[config.mk]
export PLATFORM = sky130hd
export DESIGN_NAME = slot_issue_tracker
export DESIGN_NICKNAME = d
export VERILOG_FILES = /design/src/rtl/slot_trk_pkg.sv /design/src/rtl/slot_bit_bank.sv /design/src/rtl/slot_sw_decode.sv /design/src/rtl/slot_lowest_pick.sv /design/src/rtl/slot_issue_tracker.sv
export SDC_FILE = /design/constraint.sdc
export NUM_CORES = 1
export LEC_CHECK = 0
export ABC_AREA = 1
export ABC_CLOCK_PERIOD_IN_PS = 2200
export BUFFER_PORTS_ARGS = -buffer_cell sky130_fd_sc_hd__buf_2
export CAP_MARGIN = 40
export CORE_MARGIN = 2
export CORE_UTILIZATION = 35
export DETAILED_ROUTE_END_ITERATION = 10
export PLACE_DENSITY = 0.63
export SYNTH_ARGS = -nofsm -noshare
export SYNTH_HDL_FRONTEND = slang
export SYNTH_SLANG_ARGS = --single-unit
[constraint.sdc]
create_clock -name clk -period 2.2 [get_ports clk]
set_clock_uncertainty 0.1 [all_clocks]
set_input_delay 0 -clock clk [delete_from_list [all_inputs] [get_ports clk]]
set_output_delay 0 -clock clk [all_outputs]
set_load 0.01 [all_outputs]
[src/rtl/slot_trk_pkg.sv]
// Package: shared constants of the command slot tracker.
// Assumes one instance per port; offsets are relative to the port window.
package slot_trk_pkg;
    localparam int          SLOT_CNT   = 32;
    localparam int          OFS_W      = 7;
    localparam logic [6:0]  OFS_ACTIVE = 7'h34;
    localparam logic [6:0]  OFS_ISSUE  = 7'h38;
endpackage

[src/rtl/slot_bit_bank.sv]
// Module: bank of set/clear flag bits, one per slot.
// Each bit is set by set_mask and cleared by clr_mask; clear has priority.
// Assumes synchronous active-low reset to all zeros.
module slot_bit_bank #(
    parameter int W = 32
) (
    input  logic         clk,
    input  logic         rst_n,
    input  logic [W-1:0] set_mask,
    input  logic [W-1:0] clr_mask,
    output logic [W-1:0] q
);
    for (genvar i = 0; i < W; i++) begin : g_bit
        logic bit_q;
        // Update one flag: reset, then clear, then set.
        always_ff @(posedge clk) begin
            if (!rst_n)           bit_q <= 1'b0;
            else if (clr_mask[i]) bit_q <= 1'b0;
            else if (set_mask[i]) bit_q <= 1'b1;
        end
        assign q[i] = bit_q;
    end
endmodule

[src/rtl/slot_sw_decode.sv]
// Module: turns a software write into set masks for the two flag banks.
// Assumes writes to unknown offsets are dropped and issue writes need the
// port to be started.
module slot_sw_decode
    import slot_trk_pkg::*;
#(
    parameter int W = 32
) (
    input  logic             wr_en,
    input  logic [OFS_W-1:0] wr_ofs,
    input  logic [W-1:0]     wr_data,
    input  logic             port_start,
    output logic [W-1:0]     act_set,
    output logic [W-1:0]     iss_set
);
    // Route write data to the selected bank only.
    always_comb begin
        act_set = '0;
        iss_set = '0;
        if (wr_en) begin
            if (wr_ofs == OFS_ACTIVE)               act_set = wr_data;
            if (wr_ofs == OFS_ISSUE && port_start)  iss_set = wr_data;
        end
    end
endmodule

[src/rtl/slot_lowest_pick.sv]
// Module: finds the lowest set bit of a mask.
// Assumes a plain combinational scan is short enough for the clock.
module slot_lowest_pick #(
    parameter int W     = 32,
    parameter int IDX_W = $clog2(W)
) (
    input  logic [W-1:0]     mask,
    output logic             found,
    output logic [IDX_W-1:0] idx
);
    // Scan from the top so the lowest set bit is written last.
    always_comb begin
        found = 1'b0;
        idx   = '0;
        for (int i = W - 1; i >= 0; i--) begin
            if (mask[i]) begin
                found = 1'b1;
                idx   = IDX_W'(i);
            end
        end
    end
endmodule

[src/rtl/slot_issue_tracker.sv]
// Module: per-port command slot tracker (issue and active masks).
// Software sets bits; link/transport events clear them. Assumes event
// inputs are single-cycle pulses synchronous to clk.
module slot_issue_tracker
    import slot_trk_pkg::*;
#(
    parameter int SLOTS = SLOT_CNT,
    localparam int IDX_W = $clog2(SLOTS)
) (
    input  logic             clk,
    input  logic             rst_n,
    input  logic             sw_wr_en,
    input  logic [OFS_W-1:0] sw_wr_ofs,
    input  logic [SLOTS-1:0] sw_wr_data,
    input  logic [OFS_W-1:0] sw_rd_ofs,
    output logic [SLOTS-1:0] sw_rd_data,
    input  logic             port_start,
    input  logic             bsy_drq_clr_valid,
    input  logic [IDX_W-1:0] bsy_drq_clr_slot,
    input  logic             sdb_valid,
    input  logic [SLOTS-1:0] sdb_done_mask,
    input  logic             link_comreset,
    input  logic             sw_srst,
    output logic [SLOTS-1:0] issue_mask,
    output logic [SLOTS-1:0] active_mask,
    output logic             fetch_valid,
    output logic [IDX_W-1:0] fetch_slot
);
    logic             start_q;
    logic             stop_evt;
    logic [SLOTS-1:0] act_set, iss_set;
    logic [SLOTS-1:0] act_clr, iss_clr;

    // Remember the start bit to see its falling edge.
    always_ff @(posedge clk) begin
        if (!rst_n) start_q <= 1'b0;
        else        start_q <= port_start;
    end

    assign stop_evt = start_q & ~port_start;

    // Build the hardware clear masks for both banks.
    always_comb begin
        iss_clr = {SLOTS{~port_start}};
        if (bsy_drq_clr_valid) iss_clr[bsy_drq_clr_slot] = 1'b1;
        act_clr = {SLOTS{stop_evt | link_comreset | sw_srst}};
        if (sdb_valid) act_clr = act_clr | sdb_done_mask;
    end

    slot_sw_decode #(.W(SLOTS)) u_dec (
        .wr_en      (sw_wr_en),
        .wr_ofs     (sw_wr_ofs),
        .wr_data    (sw_wr_data),
        .port_start (port_start),
        .act_set    (act_set),
        .iss_set    (iss_set)
    );

    slot_bit_bank #(.W(SLOTS)) u_active (
        .clk      (clk),
        .rst_n    (rst_n),
        .set_mask (act_set),
        .clr_mask (act_clr),
        .q        (active_mask)
    );

    slot_bit_bank #(.W(SLOTS)) u_issue (
        .clk      (clk),
        .rst_n    (rst_n),
        .set_mask (iss_set),
        .clr_mask (iss_clr),
        .q        (issue_mask)
    );

    slot_lowest_pick #(.W(SLOTS), .IDX_W(IDX_W)) u_pick (
        .mask  (issue_mask),
        .found (fetch_valid),
        .idx   (fetch_slot)
    );

    // Read mux: known offsets return their mask, others zero.
    always_comb begin
        case (sw_rd_ofs)
            OFS_ACTIVE: sw_rd_data = active_mask;
            OFS_ISSUE:  sw_rd_data = issue_mask;
            default:    sw_rd_data = '0;
        endcase
    end
endmodule

==> metrics, run 1 <==
outcome finished with violations; violated checks setup timing; CTS Buf Count 9; final setup vio count 2; max-slew violations 0; DR pass1 iterations 7; Final Util 52.84%; Max Buffers Root-to-Sink 2; Syn Nets 687; M3 GR Usage 4.775%; area share of and/or/nand/nor cells after synthesis 25.49%; cells after synthesis 596; most used cell, CP nand2_1; vias in the first global route 4949; Switching Share 25.02%; routed length per placed instance 15.75 um; VDD IR max 249.0 uV; Async SR Flop Fraction 0%; Cell Rows 38; Synth Area in Adders 0%; Synth-to-Final Area Change 45.68%; ANT cells 0; Fmax 388.2 MHz; met1 Use GR 28.61%; gr usage total 23.82%; DP HPWL 10080 um; crit end category output pin; Synth Register Bits 65; Die Area 12200 um2; Total Wirelength 14900 um; post-route ant nets 0; top post-synthesis cells by area dfxtp_1 (33%), buf_4 (12%), nand3_1 (10%); Vias 4876; CP peak stage delay 320 ps; final std cells w/o fill 946; Yosys cell types 25; Ys Warns 0; initial core utilization 36.27%; Worst-path clk slew 50 ps; fillers 1058; Post-CTS Repair Setup Buffers 0; placed cell count 844; Commonest cells post-synth nand2_1 (79), nand3_1 (79), a21oi_1 (66); CP Max Fanout 2; Worst-Skew Late Latency 330 ps; Sequential Power Share 41.8%; initial drt markers 303; clock sinks 65; Worst-Margin Slew 673.8 ps; first-pass GRT wire length 23980 um; PwrDens 488.2 nW/um2; cell taking the most area after synthesis dfxtp_1; total power 2821 uW; Final GP Congestion 0.8072; CORE AREA 10940 um2; height of the die 110.5 um; Synth Area per Inst 6.655 um2; worst hold path type primary input to register; CTS root buf clkbuf_16; combinational share of power 12.0%; met2 usage 41.47%; largest family of logic cells by synthesized area simple AND/OR/NAND/NOR gates; largest net degree at the start of global routing 34; CTS tree yes; H-Tree Depth 3; DRC 0; RSZ-0062 raised after global routing true; Ports 193; EDFF count, synth 0; maxcap violations 0; post-synth top area share 32.81%; layout cell share with drive strength beyond 1 29.53%; min Tclk post-route 2576 ps; xor/xnor share of the synthesized area 0%; ys flop type dfxtp_1; Worst setup SP type register; post-synthesis mux area share 0%; clock share of power 46.1%; complex-gate fraction of the synthesized area 19.09%; sequential-to-total area share from yosys stat 32.81%; internal cell power 2115 uW; crit path DAT 2480 ps; initial antenna violation count 0; Die W 110.5 um; setup TNS -495.3 ps; nets@finish 893; Worst EP required 2100 ps; Port Buffers 192; endpoints failing hold 0; switching pwr 705.8 uW; drt via density 5.154; Overflow after GRT 0; fin crit share 117.1%; Synth Cell Area 3966 um2; critical path class register to output pin; worst rel slew slack 55.08%; worst setup margin -375.8 ps; Leakage 0.002667 uW; Slowest cell on crit path dfxtp_2; Top Usage Layer GRT met2
-- final cells by class --
class / instances / area [um2] / share of cell area (%)
multi-input cells: 356 / 1795 / 31.07
inverters: 76 / 285.3 / 4.937
repair buffers: 294 / 1957 / 33.87
clock buffers: 11 / 242.7 / 4.201
well taps: 140 / 175.2 / 3.032
flip-flops and latches: 65 / 1303 / 22.54
clock inverters: 4 / 20.02 / 0.3465
-- per-layer routing --
metal	share of wire (%)	vias up	routed length (um)
li1	-	2379	-
met1	42	2228	6314
met2	49	229	7225
met3	6.2	40	927
met4	2.9	0	429
met5	0	-	0
-- through the flow --
step           setup WS (ps)  instance area (um2)  hold slack, ps
2_1_floorplan          352.4                 3966           56.47
3_3_place_gp         -0.7818                 4643           172.1
3_5_place_dp          -13.92                 4643           180.3
4_1_cts               -396.1                 5778           40.51
5_1_grt               -726.0                 5778           93.81
6_report              -375.8                 5778           50.04
-- path summary, 6_finish.rpt --
path                                         startpoint                       to  slack, ps  cells past startpoint
worst min register to register  u_issue.g_bit[27].bit_q  u_issue.g_bit[27].bit_q        380                      2
worst max register to register                  start_q  u_active.g_bit[8].bit_q        230                      5
worst max-delay path            u_issue.g_bit[30].bit_q            fetch_slot[0]       -380                     32
worst min-delay path                              rst_n                  start_q         50                      3
-- registers in the layout (all words and copies together), names as in the netlist --
name and flops:
u_active.g_bit.bit_q 32, start_q 1, u_issue.g_bit.bit_q 32
-- power groups by stage --
| stage | clock network (uW) | registers (uW) | logic, uW |
|---|---|---|---|
| after detailed placement | 0 | 1210 | 256 |
| after floorplan | 0 | 1200 | 113 |
| after global routing | 1360 | 1180 | 371 |
| after CTS | 1320 | 1180 | 333 |
| final | 1300 | 1180 | 339 |
| after global placement | 0 | 1210 | 253 |
-- cells by family (layout without fill, tap and decap cells) --
logic type	after synthesis	count (layout)
AOI/OAI and AO/OA	139	139
DFF	65	65
buffers and inverters	175	385
and+or+nand+nor	217	217
-- placed cells by master, fill, tap and decap left out, types with 2 or more instances in the layout --
cell type,netlist,routed
dfxtp_1,65,64
nor4_1,4,2
nor4_2,0,2
nor2_1,19,18
clkbuf_16,0,9
nand3_1,79,79
nor3_1,2,2
o21ai_1,8,8
a21oi_1,66,66
inv_1,56,56
dlygate4sd3_1,0,87
clkinv_2,0,4
o21ai_0,25,25
buf_4,64,14
nand4_1,33,33
inv_2,11,11
clkinv_1,9,9
o22ai_1,32,32
nand2_1,79,79
buf_2,0,192
-- worst max-delay path, delay by kind of cell, from the launching register on --
kind                   cells  cell delay (ps)
AND/OR/NAND/NOR           29             1520
flip-flops                 1              320
buffers and inverters      2              190
AO/OA/AOI/OAI              1              130
-- repair_timing --
item / in CTS / in global routing
resized for setup: 1 / 0
endpoints found under the hold margin: 64 / 0
setup endpoints to repair: 2 / 3
gates cloned: 0 / 0
hold buffers: 87 / 0
Power figures use the tool's default switching activity.
==> inputs of run 2 (changes only) <==
- CORE_MARGIN: 2 -> default
- GPL_TIMING_DRIVEN: default -> 0
==> metrics, run 2 (synthesis gave the netlist of run 1 again) <==
drt via density 5.012; Worst-Skew Late Latency 340 ps; most used cell, CP nand2_1; DR pass1 iterations 5; max-slew violations 0; worst rel slew slack 56.61%; min Tclk post-route 2632 ps; CTS Buf Count 9; WP buf/inv 2; CTS root buf clkbuf_16; CORE AREA 10940 um2; CTS tree yes; fillers 1084; Cell Rows 38; hold depth 4; PwrDens 476.8 nW/um2; maxcap violations 0; Worst-path clk slew 60 ps; layout cell share with drive strength beyond 1 32.74%; reg2reg end u_active.g_bit[27].bit_q; Crit path depth 32; Worst-Margin Slew 650.9 ps; placed cell count 929; Port Buffers 190; crit path DAT 2530 ps; Worst path top cell family by delay simple AND/OR/NAND/NOR gates; routed length per placed instance 15.27 um; Hold EP u_issue.g_bit[27].bit_q; nets@finish 979; initial antenna violation count 0; hold slack 47.93 ps; gr usage total 26.52%; VDD IR max 281.8 uV; Final GP Congestion 0.8469; Worst EP required 2100 ps; most frequent cells in the layout buf_2 (191), dlygate4sd3_1 (86), nand2_1 (79), nand3_1 (79), buf_4 (67); violated checks setup timing; Die W 108.5 um; critical path class register to output pin; worst setup margin -432.2 ps; CP peak stage delay 320 ps; r2r worst-path depth 5; RSZ-0062 raised after global routing true; Worst setup SP type register; worst hold path type primary input to register; vias in the first global route 5012; Vias 5177; Fmax 379.9 MHz; Overflow after GRT 0; Die Area 11760 um2; endpoints failing hold 0; DRC 0; R2R Setup Slk 140 ps; first-pass GRT wire length 24000 um; outcome finished with violations; Slowest cell on crit path dfxtp_2; largest net degree at the start of global routing 11; height of the die 108.5 um; FF-to-FF Start start_q; biggest regs u_active.g_bit.bit_q (32), u_issue.g_bit.bit_q (32), start_q (1); Max Buffers Root-to-Sink 2; Synth-to-Final Area Change 59.34%; fin crit share 119.6%; initial drt markers 294; final std cells w/o fill 1033; Ports 193; Leakage 0.002952 uW; hold wc startpoint bsy_drq_clr_slot[3]; H-Tree Depth 3; CP Max Fanout 2; post-route ant nets 0; DP HPWL 11360 um; initial core utilization 36.27%; final setup vio count 2; commonest non-fill, non-tap cell in the layout buf_2; Total Wirelength 15780 um; clock sinks 65; crit end category output pin
run 2: cell count changes in the layout (fill, tap and decap cells not counted), sizes merged:
cell,change
dlygate4sd3,-1
clkdlybuf4s15,+2
diode,+1
clkinv,-2
bufinv,+1
clkbuf,+31
buf,+55
run 2: area by class of cell:
type	count	area (um2)	share of cell area (%)
inverters	76	285.3	4.514
clock inverters	3	40.04	0.6335
well taps	140	175.2	2.772
clock buffers	12	256.5	4.059
multi-input cells	356	1785	28.25
repair buffers	282	1862	29.46
flip-flops and latches	65	1305	20.65
plain buffers	98	608.1	9.622
diodes	1	2.502	0.03960
run 2: through the flow:
| step | worst slack [ps] | utilization, % | power, uW | cell area, um2 | TNS, ps |
|---|---|---|---|---|---|
| 2_1_floorplan | 352.4 | - | 1318 | 3966 | 0 |
| 3_3_place_gp | -96.12 | 46.57 | 1461 | 5092 | -96.12 |
| 3_5_place_dp | -105.7 | 46.82 | 1466 | 5120 | -105.7 |
| 4_1_cts | -431.5 | 57.64 | 2991 | 6304 | -598.6 |
| 5_1_grt | -807.6 | 57.77 | 3089 | 6317 | -1153 |
| 6_report | -432.2 | 57.79 | 3013 | 6320 | -646.5 |
run 2: timing repair:
item | 4_1_cts | 5_1_grt
setup buffers | 3 | 0
pin swaps | 1 | 1
cloned | 0 | 0
endpoints found under the hold margin | 64 | 0
endpoints found under the setup margin | 2 | 9
hold buffers | 86 | 0
resized for setup | 3 | 3
run 2: metal layers:
layer / up-vias / GRT usage [%] / wire length (um)
met2: 239 / 46.84 / 7711
li1: 2549 / - / -
met4: 0 / 10.91 / 430
met1: 2352 / 31.91 / 6516
met5: - / 0 / 0
met3: 37 / 3.918 / 1119
run 2: worst max path at each step:
stage	from	endpoint	slack, ps
after floorplan	u_issue.g_bit[30].bit_q	fetch_slot[0]	350
after global placement	u_issue.g_bit[31].bit_q	fetch_slot[0]	-100
after detailed placement	u_issue.g_bit[31].bit_q	fetch_slot[0]	-110
after CTS	u_issue.g_bit[30].bit_q	fetch_slot[0]	-430
after global routing	u_issue.g_bit[30].bit_q	fetch_slot[0]	-810
final	u_issue.g_bit[30].bit_q	fetch_slot[0]	-430
run 2: worst min-delay path, cell delays in order:
cell and delay, ps:
buf_2 130, nand3_1 140, o21ai_1 80, a21oi_1 100
run 2: power breakdown:
part | internal (uW) | switching [uW] | total, uW
clock network | 929 | 544 | 1470
logic | 171 | 189 | 360
registers | 1180 | 0.602 | 1180
total | 2280 | 734 | 3010
==> inputs of run 3 (changes only) <==
- CELL_PAD_IN_SITES_DETAIL_PLACEMENT: default -> 2
- CELL_PAD_IN_SITES_GLOBAL_PLACEMENT: default -> 2
- CORE_UTILIZATION: 35 -> 23
- PLACE_DENSITY: 0.63 -> 0.79
==> metrics, run 3 (synthesis gave the netlist of run 1 again) <==
outcome finished with violations; violated checks setup timing; PwrDens 483.2 nW/um2; most frequent cells in the layout buf_2 (191), nand3_1 (79), nand2_1 (74); CP peak stage delay 330 ps; Die Area 17770 um2; DP HPWL 14790 um; Cell Rows 47; H-Tree Depth 3; r2r worst-path depth 5; layout cell share with drive strength beyond 1 33.18%; Total Wirelength 21460 um; nets@finish 963; Worst-path clk slew 60 ps; placed cell count 1009; endpoints failing hold 0; Worst setup SP type register; reg2reg end u_active.g_bit[22].bit_q; total power 3021 uW; Overflow after GRT 0; crit path DAT 2800 ps; VDD IR max 364.2 uV; Final GP Congestion 0.7685; Worst-Skew Late Latency 340 ps; min Tclk post-route 2902 ps; Port Buffers 190; vias in the first global route 5865; first-pass GRT wire length 32970 um; commonest non-fill, non-tap cell in the layout buf_2; CTS Buf Count 9; worst rel slew slack 48.58%; fillers 2035; Fmax 344.6 MHz; drt via density 4.790; Synth-to-Final Area Change 57.63%; Worst EP required 2100 ps; routed length per placed instance 19.54 um; Ports 193; initial antenna violation count 1; biggest regs u_active.g_bit.bit_q (32), u_issue.g_bit.bit_q (32), start_q (1); initial core utilization 23.75%; hold wc startpoint bsy_drq_clr_slot[3]; Hold EP u_issue.g_bit[27].bit_q; crit end category output pin; fin crit share 131.9%; largest net degree at the start of global routing 11; initial drt markers 189; CTS root buf clkbuf_16; RSZ-0062 raised after global routing true; post-route ant nets 0; DR pass1 iterations 4; clock sinks 65; most used cell, CP nand2_1; height of the die 133.3 um; CP Max Fanout 3; CORE AREA 16700 um2; hold slack 56.20 ps; Max Buffers Root-to-Sink 2; max-slew violations 0; critical path class register to output pin; CTS tree yes; final std cells w/o fill 1098; worst setup margin -701.8 ps; Vias 5259; Die W 133.3 um; Setup crit start u_issue.g_bit[30].bit_q; DRC 0; Final Util 37.44%; hold depth 4; worst hold path type primary input to register; Worst-Margin Slew 771.3 ps; R2R Setup Slk 120 ps; FF-to-FF Start start_q; Slowest cell on crit path dfxtp_2; gr usage total 24.30%; Leakage 0.002842 uW; maxcap violations 0; final setup vio count 2
run 3: cell count changes in the layout (fill, tap and decap cells not counted), sizes merged:
cell | before | now
clkdlybuf4s15 | 2 | 1
dlygate4sd3 | 86 | 72
buf | 262 | 260
clkbuf | 42 | 43
clkdlybuf4s18 | 0 | 1
run 3: metal layers:
layer | GRT usage, % | up-vias | wire length [um]
met1 | 27.76 | 2548 | 8937
li1 | - | 2524 | -
met4 | 7.955 | 0 | 428
met2 | 45.98 | 160 | 11370
met5 | 0 | - | 0
met3 | 3.349 | 27 | 718
run 3: through the flow:
step	worst slack [ps]	cell area (um2)	setup TNS (ps)
after global placement	-190.8	5192	-1603
after global routing	-999.1	6252	-1932
after detailed placement	-291.8	5219	-291.8
after floorplan	352.4	3966	0
after CTS	-696.1	6251	-1052
final	-701.8	6252	-1106
run 3: worst max-delay path by stage:
stage | endpoint | cells past startpoint
after floorplan | fetch_slot[0] | 31
after detailed placement | fetch_slot[0] | 31
after global routing | fetch_slot[0] | 32
final | fetch_slot[0] | 32
after global placement | fetch_slot[0] | 31
after CTS | fetch_slot[0] | 32
run 3: worst max-delay path, delay by kind of cell, from the launching register on:
family	cells	cell delay, ps
buffers and inverters	2	210
DFF	1	330
and+or+nand+nor	29	1790
AOI/OAI and AO/OA	1	140
run 3: report_power, final:
| group | switching (uW) | total [uW] | internal (uW) |
|---|---|---|---|
| logic | 212 | 384 | 173 |
| registers | 1.06 | 1180 | 1180 |
| clock network | 551 | 1460 | 906 |
| total | 764 | 3020 | 2260 |
run 3: layout make-up:
class | count | area [um2] | area share (%)
flip-flops and latches | 65 | 1305 | 20.87
inverters | 76 | 285.3 | 4.563
clock inverters | 3 | 40.04 | 0.6404
clock buffers | 13 | 250.2 | 4.002
plain buffers | 98 | 608.1 | 9.726
well taps | 220 | 275.3 | 4.403
multi-input cells | 356 | 1780 | 28.48
repair buffers | 266 | 1705 | 27.28
diodes | 1 | 2.502 | 0.04002
run 3: repair_timing:
action                                  4_1_cts  5_1_grt
gates resized for setup                       7        1
pin swaps                                     2        4
buffers inserted                              1        0
hold buffers                                 72        0
endpoints found under the hold margin        64        0
gates cloned                                  0        0
endpoints found under the setup margin        2        6
